`src/rtl/rsc_pkg.sv`:
```
package rsc_pkg;
  localparam int DATA_W  = 8;
  localparam int ADDR_W  = 2;
  localparam int CSEL_W  = 3;
  localparam int PMODE_W = 2;

  localparam logic [CSEL_W-1:0] CSEL_LOCO_DIV8 = 3'd4;

  // control register bit positions
  localparam int CTL_WDT_EN = 0;
  localparam int CTL_SW_GO  = 1;
  localparam int CTL_PM_LO  = 2;

  // cause register bit positions
  localparam int CAU_WDT = 0;
  localparam int CAU_SW  = 1;

  typedef enum logic [ADDR_W-1:0] {
    A_CTRL   = 2'd0,
    A_CAUSE  = 2'd1,
    A_CLKSEL = 2'd2,
    A_RSVD   = 2'd3
  } reg_sel_e;
endpackage

```
`src/rtl/rsc_pulse.sv`:
```
module rsc_pulse #(
  parameter int RST_LEN = 4
) (
  input  logic clk,
  input  logic por,
  input  logic wdt_uflow,
  input  logic wdt_en,
  input  logic sw_req,
  output logic hit_wdt,
  output logic hit_sw,
  output logic fire,
  output logic rst_q
);
  localparam int CNT_W = $clog2(RST_LEN + 1);

  logic [CNT_W-1:0] left_q;

  // Requests are dropped while a pulse is already running.
  assign hit_wdt = wdt_uflow & wdt_en & ~rst_q;
  assign hit_sw  = sw_req & ~rst_q;
  assign fire    = hit_wdt | hit_sw;

  always_ff @(posedge clk) begin
    if (por) begin
      rst_q  <= 1'b0;
      left_q <= '0;
    end else if (fire) begin
      rst_q  <= 1'b1;
      left_q <= CNT_W'(RST_LEN - 1);
    end else if (rst_q) begin
      if (left_q == '0) rst_q <= 1'b0;
      else left_q <= left_q - 1'b1;
    end
  end

  // Independent count of consecutive high cycles, used by the checks below.
  logic [CNT_W-1:0] hi_run;
  always_ff @(posedge clk) begin
    if (por) hi_run <= '0;
    else if (rst_q) hi_run <= hi_run + 1'b1;
    else hi_run <= '0;
  end

  p_len_max_r11: assert property (@(posedge clk) disable iff (por)
    rst_q |-> hi_run < CNT_W'(RST_LEN));
  p_len_exact_r11: assert property (@(posedge clk) disable iff (por)
    $fell(rst_q) |-> hi_run == CNT_W'(RST_LEN));
endmodule

```
`src/rtl/rsc_ctrl.sv`:
```
module rsc_ctrl
  import rsc_pkg::*;
(
  input  logic               clk,
  input  logic               por,
  input  logic               busy,
  input  logic               fire,
  input  logic               wr_en,
  input  logic [ADDR_W-1:0]  wr_addr,
  input  logic [3:0]         wr_data,
  output logic               sw_req,
  output logic               wdt_en_q,
  output logic               sw_bit_q,
  output logic [PMODE_W-1:0] pmode_q,
  output logic [CSEL_W-1:0]  clk_sel_q
);
  logic wr_ok;

  assign sw_req = wr_en && (wr_addr == A_CTRL) && wr_data[CTL_SW_GO];
  assign wr_ok  = wr_en && !busy && !fire;

  always_ff @(posedge clk) begin
    if (por) begin
      wdt_en_q  <= 1'b0;
      sw_bit_q  <= 1'b0;
      pmode_q   <= '0;
      clk_sel_q <= CSEL_LOCO_DIV8;
    end else if (fire) begin
      // Internal reset: mode field is left untouched.
      wdt_en_q  <= 1'b0;
      sw_bit_q  <= sw_req;
      clk_sel_q <= CSEL_LOCO_DIV8;
    end else if (busy) begin
      sw_bit_q  <= 1'b0;
    end else if (wr_ok) begin
      if (wr_addr == A_CTRL) begin
        wdt_en_q <= wr_data[CTL_WDT_EN];
        pmode_q  <= wr_data[CTL_PM_LO +: PMODE_W];
      end
      if (wr_addr == A_CLKSEL) clk_sel_q <= wr_data[CSEL_W-1:0];
    end
  end

  p_pmode_hold_r6: assert property (@(posedge clk) disable iff (por)
    busy |-> $stable(pmode_q));
  p_clk_forced_r7: assert property (@(posedge clk) disable iff (por)
    $rose(busy) |-> (clk_sel_q == CSEL_LOCO_DIV8 && !wdt_en_q));
  p_sw_selfclr_r5: assert property (@(posedge clk) disable iff (por)
    (busy && $past(busy)) |-> !sw_bit_q);
endmodule

```
`src/rtl/rsc_cause.sv`:
```
module rsc_cause
  import rsc_pkg::*;
(
  input  logic       clk,
  input  logic       por,
  input  logic       busy,
  input  logic       set_wdt,
  input  logic       set_sw,
  input  logic       clr_we,
  input  logic [1:0] clr_data,
  output logic       flag_wdt_q,
  output logic       flag_sw_q
);
  logic clr_ok;
  assign clr_ok = clr_we && !busy && !set_wdt && !set_sw;

  always_ff @(posedge clk) begin
    if (por) begin
      flag_wdt_q <= 1'b0;
      flag_sw_q  <= 1'b0;
    end else begin
      if (set_wdt) flag_wdt_q <= 1'b1;
      else if (clr_ok && !clr_data[CAU_WDT]) flag_wdt_q <= 1'b0;
      if (set_sw) flag_sw_q <= 1'b1;
      else if (clr_ok && !clr_data[CAU_SW]) flag_sw_q <= 1'b0;
    end
  end

  p_wdt_flag_src_r4: assert property (@(posedge clk) disable iff (por)
    $rose(flag_wdt_q) |-> $rose(busy));
  p_sw_flag_src_r5: assert property (@(posedge clk) disable iff (por)
    $rose(flag_sw_q) |-> $rose(busy));
  p_clear_only_r9: assert property (@(posedge clk) disable iff (por)
    $fell(flag_wdt_q) |-> $past(clr_we && !clr_data[CAU_WDT]));
endmodule

```
`src/rtl/rstsrc_ctrl.sv`:
```
module rstsrc_ctrl
  import rsc_pkg::*;
#(
  parameter int RST_LEN = 4
) (
  input  logic               clk,
  input  logic               por_i,
  input  logic               wdt_uflow_i,
  input  logic               wr_en_i,
  input  logic [ADDR_W-1:0]  wr_addr_i,
  input  logic [DATA_W-1:0]  wr_data_i,
  input  logic [ADDR_W-1:0]  rd_addr_i,
  output logic [DATA_W-1:0]  rd_data_o,
  output logic               sys_rst_o,
  output logic [CSEL_W-1:0]  clk_sel_o,
  output logic [PMODE_W-1:0] pmode_o
);
  logic sw_req, hit_wdt, hit_sw, fire, rst_q;
  logic wdt_en_q, sw_bit_q, flag_wdt_q, flag_sw_q;
  logic [PMODE_W-1:0] pmode_q;
  logic [CSEL_W-1:0]  clk_sel_q;
  logic unused_wr_hi;

  assign unused_wr_hi = ^wr_data_i[DATA_W-1:4];

  rsc_pulse #(.RST_LEN(RST_LEN)) u_pulse (
    .clk(clk), .por(por_i), .wdt_uflow(wdt_uflow_i), .wdt_en(wdt_en_q),
    .sw_req(sw_req), .hit_wdt(hit_wdt), .hit_sw(hit_sw), .fire(fire),
    .rst_q(rst_q)
  );

  rsc_ctrl u_ctrl (
    .clk(clk), .por(por_i), .busy(rst_q), .fire(fire), .wr_en(wr_en_i),
    .wr_addr(wr_addr_i), .wr_data(wr_data_i[3:0]), .sw_req(sw_req),
    .wdt_en_q(wdt_en_q), .sw_bit_q(sw_bit_q), .pmode_q(pmode_q),
    .clk_sel_q(clk_sel_q)
  );

  rsc_cause u_cause (
    .clk(clk), .por(por_i), .busy(rst_q), .set_wdt(hit_wdt), .set_sw(hit_sw),
    .clr_we(wr_en_i && wr_addr_i == A_CAUSE), .clr_data(wr_data_i[1:0]),
    .flag_wdt_q(flag_wdt_q), .flag_sw_q(flag_sw_q)
  );

  always_ff @(posedge clk) begin
    if (por_i) rd_data_o <= '0;
    else begin
      rd_data_o <= '0;
      case (rd_addr_i)
        A_CTRL: begin
          rd_data_o[CTL_WDT_EN]             <= wdt_en_q;
          rd_data_o[CTL_SW_GO]              <= sw_bit_q;
          rd_data_o[CTL_PM_LO +: PMODE_W]   <= pmode_q;
        end
        A_CAUSE: begin
          rd_data_o[CAU_WDT] <= flag_wdt_q;
          rd_data_o[CAU_SW]  <= flag_sw_q;
        end
        A_CLKSEL: rd_data_o[CSEL_W-1:0] <= clk_sel_q;
        default:  rd_data_o <= '0;
      endcase
    end
  end

  assign sys_rst_o = rst_q;
  assign clk_sel_o = clk_sel_q;
  assign pmode_o   = pmode_q;

  p_wdt_gate_r3: assert property (@(posedge clk) disable iff (por_i)
    (wdt_uflow_i && !wdt_en_q && !sys_rst_o && !sw_req) |=> !sys_rst_o);
  p_both_flags_r8: assert property (@(posedge clk) disable iff (por_i)
    (hit_wdt && hit_sw) |=> (flag_wdt_q && flag_sw_q));
endmodule

```
`config.mk`:
```
export PLATFORM = sky130hd
export DESIGN_NAME = rstsrc_ctrl
export DESIGN_NICKNAME = d
export VERILOG_FILES = /design/src/rtl/rsc_pkg.sv /design/src/rtl/rsc_pulse.sv /design/src/rtl/rsc_ctrl.sv /design/src/rtl/rsc_cause.sv /design/src/rtl/rstsrc_ctrl.sv
export SDC_FILE = /design/constraint.sdc
export NUM_CORES = 1
export LEC_CHECK = 0
export CORE_MARGIN = 10
export CORE_UTILIZATION = 63
export CTS_BUF_LIST = sky130_fd_sc_hd__clkbuf_4 sky130_fd_sc_hd__clkbuf_8 sky130_fd_sc_hd__clkbuf_16
export DETAILED_ROUTE_END_ITERATION = 16
export DONT_BUFFER_PORTS = 1
export GPL_TIMING_DRIVEN = 1
export PLACE_DENSITY_LB_ADDON = 0.12
export SYNTH_ARGS = -nofsm -noshare
export SYNTH_HDL_FRONTEND = slang
export SYNTH_SLANG_ARGS = --single-unit
export TNS_END_PERCENT = 100
```
`constraint.sdc`:
```
create_clock -name clk -period 2.9 [get_ports clk]
set_clock_uncertainty 0.2 [all_clocks]
set_input_delay 0 -clock clk [delete_from_list [all_inputs] [get_ports clk]]
set_output_delay 0 -clock clk [all_outputs]
set_load 0.02 [all_outputs]
```
== After elaboration in Yosys (flattened, before gate mapping) ==
Cells that the tools add are included.
Operators by class
  add/subtract/negate cells: 1
  multipliers: 0
  divide/modulo/power cells: 0
  magnitude comparators: 0
  equal/unequal tests: 5
  shift operators: 0
  muxes and demuxes: 14
  bitwise operators: 8
  reductions and logical operators: 29
Operators with widths (number)
  $logic_and 1x1->1: 10
  $mux 1: 9
  $logic_not 1->1: 6
  $mux 2: 3
  $pmux 2 s3: 1
  $reduce_and 3->1: 2
  $reduce_bool 2->1: 3
  $eq 2x1->1 const B: 2
  $eq 2x2->1 const B: 2
  $logic_not 2->1: 2
  $not 1->1: 4
  $reduce_and 2->1: 2
  $reduce_and 4->1: 1
  $reduce_or 2->1: 2
  $and 1x1->1: 3
  $logic_not 3->1: 1
  $sub 3x1->3 const B: 1
  $ne 2x1->1 const B: 1
  $pmux 1 s2: 1
  $or 1x1->1: 1
Storage, ports and cells
  register bits: 21
  latch bits: 0
  RAM bits: 0
  ROM bits: 0
  input bits: 16
  output and inout bits: 14
  logic and storage cells: 69
  memories kept: 0

== Depth between registers and ports, before layout ==
Gate-level depths: netlist of the first run.
  depth in word-level cells: 9
  gate-level depth with buffers: 5
  depth with buffers taken out: 5

== Cells and area by module ==
From an unflattened synthesis of the first run, not the netlist that was laid out.
Unflattened totals
  cell total of the unflattened synthesis: 92
  area total of the unflattened synthesis: 848.3 um^2
By module, submodules not included
  rsc_ctrl: instances 1, cells each 34, area each 310.3 um^2, sequential area each 140.1 um^2
  rsc_pulse: instances 1, cells each 26, area each 229.0 um^2, sequential area each 80.1 um^2
  rstsrc_ctrl: instances 1, cells each 23, area each 224.0 um^2, sequential area each 80.1 um^2
  rsc_cause: instances 1, cells each 9, area each 85.1 um^2, sequential area each 40.0 um^2

== Worst setup path after synthesis of the first run ==
OpenSTA, ideal clock, no wires.
  path type: reg-to-reg
  start point: register u_pulse.rst_q
  end point: register u_ctrl.pmode_q[0]
  library setup time: 0.132 ns
  data arrival time: 1.180 ns
  required time: 2.568 ns
  slack: 1.388 ns
  stages on the path, launching flop included: 4
  buffers on the path: 0
  period minus slack after synthesis: 1.512 ns
  path through: dfxtp_1 > or4b_1 > o21ai_0 > a21oi_1
Between the ends
  word-level cells in the longest chain between the ends: 6
  elaborated cells between the ends (all ways): 10
  classes of those cells: bitwise (5); reduce/logical (5)
RTL lines
  from (decl): RTL line rsc_pulse.sv:12  | output logic rst_q
  from (signal assigned): RTL line rsc_pulse.sv:25  | rst_q <= 1'b0;
  from (signal assigned): RTL line rsc_pulse.sv:28  | rst_q <= 1'b1;
  from (signal assigned): RTL line rsc_pulse.sv:31  | if (left_q == '0) rst_q <= 1'b0;
  $not 1->1 (no source line)
  $and 1x1->1, on equally long branches: RTL line rsc_pulse.sv:19, rsc_pulse.sv:20
  $or 1x1->1: RTL line rsc_pulse.sv:21  | assign fire = hit_wdt | hit_sw;
  $logic_not 1->1: RTL line rsc_ctrl.sv:20  | assign wr_ok = wr_en && !busy && !fire;
  $logic_and 1x1->1: RTL line rsc_ctrl.sv:20
  $reduce_and 4->1 (no source line) (*)
  to (signal assigned): RTL line rsc_ctrl.sv:38  | pmode_q <= wr_data[CTL_PM_LO +: PMODE_W];
  to (decl): RTL line rsc_ctrl.sv:14  | output logic [PMODE_W-1:0] pmode_q,
Mark *: on every way between the ends. The rest lies on a longest branch, timed or not.
A chain may end at the register's enable or synchronous reset.

== Worst setup path after layout of the first run ==
  start point: register u_pulse.rst_q
  end point: register u_ctrl.pmode_q[1]
The elaborated chain is that of the path after synthesis.

==> results.cfg, run 1 <==
[run_status]
status = completed

[floorplanning]
start_util_pct = 65.8
io_pins = 30
die_h_um = 56.4
die_x_um = 56.4
die-area_um2 = 3180
core_region_area_um2 = 1270
rows = 13

[timing]
rsz0062_at_grt = no
setup-violations-final = 0
max_clock_freq_mhz = 367
timing_hold_violations_final = 0
min_period_over_period_pct = 94.0
relSlewSlack_pct = 65.6
tightest_slew_ns = 0.514
period_minus_slack_ns = 2.73
tns_ns = 0
final_max_slew_viol_count = 0

[layout]
fillerInstances = 69
final_common_cell = dlygate4sd3_1
stdcell_count = 133
layout_common_cells = dlygate4sd3_1 (24), dfxtp_1 (17), o21ai_0 (10)
design_area_um2 = 1110
n_antenna_cell = 0
syn2layout_area_growth_pct = 32.8
utilization_pct = 87.4
finalNetCount = 137
drive_above_1_share_pct = 9.32

[power]
p_int_w = 0.000324
swShare_pct = 26.3
power_density_nw_per_um2 = 397
pwr-share-seq_pct = 57.2
ir_drop_mv = 0.376
p_leak_nw = 0.403
switchingPower_w = 0.000116
p_total_w = 0.000440
p_comb_share_pct = 15.0
clock_power_share_pct = 27.8

[critical_path]
r2r_cells = 6
startpoint = u_pulse.rst_q
cp.required_ns = 2.93
worstPathArrival_ns = 2.76
worstSetupPathType = reg -> reg
reg2reg_from = u_pulse.rst_q
r2r_slack_ns = 0.17
r2r-end = u_ctrl.pmode_q[1]
crit_path_start_kind = flop
crit_path_end_kind = flop
path_max_fanout = 10

[detailed_routing]
drtPass1Iterations = 4
drtIter0Drc = 38
post_drt_wl_per_cell_um = 18.6
wirelength_um = 2480
via_per_inst = 6.08
vias = 808
route.detailed.drc = 0
ant_nets = 0

[synth]
syn_area_um2 = 835
synth_seq_area_share_pct = 40.8
syn_inst = 91
yosysUniqueCellTypes = 34
ys_ff_latch = 17
ys_warn_count = 0
avgSynthCellArea_um2 = 9.17

[placement]
portBuffers = 0
postPlaceCellArea_um2 = 826
place_hpwl_um = 1360
place_congestion = 0.803
dp.cells = 103

[cts]
cts_tree = done
cts_max_path_buffers = 2
cts_htree_levels = 1
cts-buffers-inserted = 3
cts_resized = 0
cts_sinks = 17
cts_root_buf = clkbuf_4
path_clk_slew_ns = 0.10
clk_latency_ns = 0.28

[global_routing]
antenna_found_initial = 0
grt-ovfl-total = 0
grt_start_max_net_pins = 15
grtUsageTotal_pct = 14.8
grt_pass1_vias = 844
grt_pass1_wl_um = 3970

[hold_path]
min_to = u_ctrl.clk_sel_q[2]
hold_class = in -> reg
min_from = wr_addr_i[0]
holdPathStages = 4

[flow_run]
maxCapViolCount = 0
## state kept, by name, summed over array words and instances, names as in the netlist, 2 cells and up
register          cells
u_pulse.left_q        3
rd_data_o             4
u_ctrl.clk_sel_q      3
u_ctrl.pmode_q        2
## how the worst max path moves through the flow
stage | end | slack (ns)
after floorplan | u_ctrl.pmode_q[0] | 1.39
after global placement | u_ctrl.clk_sel_q[1] | 1.23
after detailed placement | u_pulse.left_q[1] | 1.21
after CTS | u_ctrl.wdt_en_q | 0.27
after global routing | u_ctrl.wdt_en_q | 0.04
final | u_ctrl.pmode_q[1] | 0.17
## Yosys cell counts
| cell | number | area share [%] |
|---|---|---|
| a211oi_2 | 1 | 1.5 |
| a21oi_1 | 9 | 5.4 |
| mux2i_1 | 3 | 3.6 |
| a21o_1 | 1 | 0.90 |
| o21ai_0 | 10 | 6.0 |
| nand3_1 | 6 | 3.6 |
| nor2_1 | 1 | 0.45 |
| and4bb_2 | 1 | 1.5 |
| inv_1 | 3 | 1.3 |
| a21boi_0 | 1 | 0.90 |
| or3_1 | 2 | 1.5 |
| nor3_1 | 1 | 0.60 |
| or2b_1 | 1 | 0.90 |
| a31oi_1 | 2 | 1.5 |
| and2_1 | 1 | 0.75 |
| conb_1 | 1 | 0.45 |
| nor4b_4 | 1 | 2.8 |
| or2_2 | 2 | 1.5 |
| and3b_1 | 1 | 1.0 |
| clkbuf_1 | 1 | 0.45 |
| nand4bb_1 | 2 | 2.7 |
| nand2_1 | 5 | 2.2 |
| ha_1 | 2 | 3.0 |
| buf_4 | 4 | 3.6 |
| clkbuf_2 | 1 | 0.60 |
| a21boi_1 | 2 | 1.8 |
| or4b_1 | 1 | 1.2 |
| a32oi_1 | 1 | 1.0 |
| nor4b_1 | 2 | 2.1 |
| dfxtp_1 | 17 | 41 |
| o21a_1 | 1 | 0.90 |
| nor2b_1 | 2 | 1.5 |
| nand3b_1 | 1 | 0.90 |
| a211oi_1 | 1 | 0.90 |
## repair_timing
action | 4_1_cts | 5_1_grt
buffers inserted | 0 | 2
setup endpoints to repair | 0 | 1
hold endpoints to repair | 17 | 0
hold buffers | 24 | 0
## worst max-delay path, stage by stage (launching register included)
cell           delay, ns
dfxtp_1             0.48
nor4b_4             0.44
buf_4               0.19
nand3_1             0.09
dlygate4sd3_1       0.58
a21oi_1             0.15
dlygate4sd3_1       0.56
## power by group through the flow
stage	combinational, W	clock, W	sequential [W]
after floorplan	0.0000372	0	0.000254
after global placement	0.0000335	0	0.000256
after detailed placement	0.0000340	0	0.000256
after CTS	0.0000599	0.000123	0.000251
after global routing	0.0000712	0.000135	0.000253
final	0.0000657	0.000122	0.000252
## layout make-up
class	count	area, µm²	area share, %
multi-input combinational	68	455	41.1
sequential	17	340	30.7
timing repair buffer	26	255	23.0
clock buffer	3	22.5	2.03
tap	15	18.8	1.69
inverter	3	11.3	1.02
clock inverter	1	5.00	0.451
## cells by family after synthesis
| group | synth area share, % |
|---|---|
| flip-flops | 40.8 |
| other | 0.449 |
| buffers and inverters | 6.00 |
| multiplexers | 3.60 |
| AO/OA/AOI/OAI | 20.8 |
| adder cells (fa/ha/maj) | 3.00 |
| AND/OR/NAND/NOR | 25.3 |
## through the flow
stage	hold WS, ns	setup slack, ns
floorplan	-0.127	1.39
global placement	-0.128	1.23
detailed placement	-0.127	1.21
CTS	0.0480	0.270
global route	0.173	0.0381
finish	0.165	0.173
## metal layers
metal  vias to the layer above  wire (µm)  global-route usage, %
li1                        381          -                      -
met1                       374        897                   15.2
met2                        47       1260                   25.2
met3                         6        273                   6.74
met4                         0         47                   6.53
met5                         -          0                      0
No activity file was read; power rests on OpenSTA's default activity.
==> run 2: changes to the inputs <==
--- a/config.mk
+++ b/config.mk
@@ -11,6 +11,7 @@
 export DETAILED_ROUTE_END_ITERATION = 16
 export DONT_BUFFER_PORTS = 1
 export GPL_TIMING_DRIVEN = 1
+export MAX_ROUTING_LAYER = met4
 export PLACE_DENSITY_LB_ADDON = 0.12
 export SYNTH_ARGS = -nofsm -noshare
 export SYNTH_HDL_FRONTEND = slang
==> run 2 against run 1 <==
Wire length shrank 1.2%. Register-to-register slack is essentially flat. Non-clock buffer count is the same. Utilization is the same. Via count grew 0.62%. Total power shrank 0.25%. Hold slack lost 0.0026 ns. First-iteration DRC count grew 7.9%. Flip-flop and latch count is the same. Design area is the same. Sequential share of layout area is the same. Cell count is the same.
==> results.cfg, run 2 (synthesis gave the netlist of run 1 again) <==
[run_status]
status = completed

[hold_path]
hold_class = in -> reg

[power]
clock_power_share_pct = 27.7
p_int_w = 0.000324
swShare_pct = 26.1
pwr-share-seq_pct = 57.4
power_density_nw_per_um2 = 396
p_comb_share_pct = 14.9
switchingPower_w = 0.000114
ir_drop_mv = 0.376
p_leak_nw = 0.403
p_total_w = 0.000439

[layout]
layout_common_cells = dlygate4sd3_1 (24), dfxtp_1 (17), o21ai_0 (10)
regMostFlops = rd_data_o
syn2layout_area_growth_pct = 32.8
final_common_cell = dlygate4sd3_1
finalNetCount = 137
utilization_pct = 87.4
n_antenna_cell = 0
top_regs = rd_data_o x4, u_ctrl.clk_sel_q x3, u_pulse.left_q x3
largest_register_ffs = 4
drive_above_1_share_pct = 9.32

[timing]
setup-violations-final = 0
period_minus_slack_ns = 2.73
min_period_over_period_pct = 94.1
final_max_slew_viol_count = 0
timing_hold_violations_final = 0
rsz0062_at_grt = no
tightest_slew_ns = 0.513
whs_ns = 0.163
tns_ns = 0
relSlewSlack_pct = 65.7
max_clock_freq_mhz = 367

[placement]
place_hpwl_um = 1360
portBuffers = 0
place_congestion = 0.814

[cts]
cts_root_buf = clkbuf_4
cts_max_path_buffers = 2
clk_latency_ns = 0.28
path_clk_slew_ns = 0.10
cts_resized = 0
cts_htree_levels = 1
cts-buffers-inserted = 3
cts_sinks = 17
cts_tree = done

[floorplanning]
die_x_um = 56.4
die_h_um = 56.4
die-area_um2 = 3180
start_util_pct = 65.8
core_region_area_um2 = 1270
io_pins = 30
rows = 13

[critical_path]
cp.required_ns = 2.93
crit_path_start_kind = flop
worstSetupPathType = reg -> reg
path_max_fanout = 10
crit_path_end_kind = flop
worstPathArrival_ns = 2.76

[global_routing]
grt_pass1_vias = 848
met2_usage_pct = 25.2
grt.busiest_layer = met2
grt_start_max_net_pins = 15
grtUsageTotal_pct = 15.3
antenna_found_initial = 0
grt_pass1_wl_um = 3970
met1_usage_pct = 15.6
grt-ovfl-total = 0
use_met3_pct = 6.29

[detailed_routing]
via_per_inst = 6.11
wirelength_um = 2450
drtIter0Drc = 41
post_drt_wl_per_cell_um = 18.4
drtPass1Iterations = 4
ant_nets = 0
vias = 813
route.detailed.drc = 0

[flow_run]
maxCapViolCount = 0
## run 2: power by group through the flow
| stage | Sequential, W | Clock [W] | Combinational [W] |
|---|---|---|---|
| after floorplan | 0.000254 | 0 | 0.0000372 |
| after global placement | 0.000256 | 0 | 0.0000335 |
| after detailed placement | 0.000256 | 0 | 0.0000340 |
| after CTS | 0.000251 | 0.000123 | 0.0000599 |
| after global routing | 0.000253 | 0.000135 | 0.0000712 |
| final | 0.000252 | 0.000121 | 0.0000655 |
## run 2: repair_timing
action                                  4_1_cts  5_1_grt
hold buffers                                 24        0
setup buffers                                 0        2
hold endpoints to repair                     17        0
endpoints found under the setup margin        0        1
## run 2: metrics by stage
stage	instances	setup slack [ns]	cell area, µm²
3_3_place_gp	103	1.23	826
5_1_grt	133	0.0377	1110
2_1_floorplan	94	1.39	846
3_5_place_dp	103	1.21	826
6_report	133	0.172	1110
4_1_cts	131	0.270	1090
## run 2: final timing paths
| check | start | depth (start not counted) | endpoint | slack (ns) |
|---|---|---|---|---|
| worst max-delay path | u_pulse.rst_q | 6 | u_ctrl.pmode_q[1] | 0.17 |
| worst min-delay path | wr_addr_i[0] | 4 | u_ctrl.clk_sel_q[2] | 0.16 |
| worst max register to register | u_pulse.rst_q | 6 | u_ctrl.pmode_q[1] | 0.17 |
| worst min register to register | u_cause.flag_sw_q | 2 | rd_data_o[1] | 0.30 |
## run 2: metal layers
metal | part of all wire [%] | wire [µm] | vias to the layer above
li1 | - | - | 383
met5 | 0 | 0 | -
met3 | 10 | 250 | 8
met4 | 2.0 | 50 | 0
met2 | 51 | 1260 | 39
met1 | 36 | 892 | 383
## run 2: cell type report
cell class,count,area [µm²]
clock buffers,3,22.5
clock inverters,1,5.00
fillers,69,160
inverters,3,11.3
multi-input cells,68,455
flip-flops and latches,17,340
well taps,15,18.8
repair buffers,26,255
## run 2: critical path, cell delays in order (launching register included)
cell           delay (ns)
dfxtp_1              0.47
nor4b_4              0.44
buf_4                0.19
nand3_1              0.09
dlygate4sd3_1        0.58
a21oi_1              0.15
dlygate4sd3_1        0.56
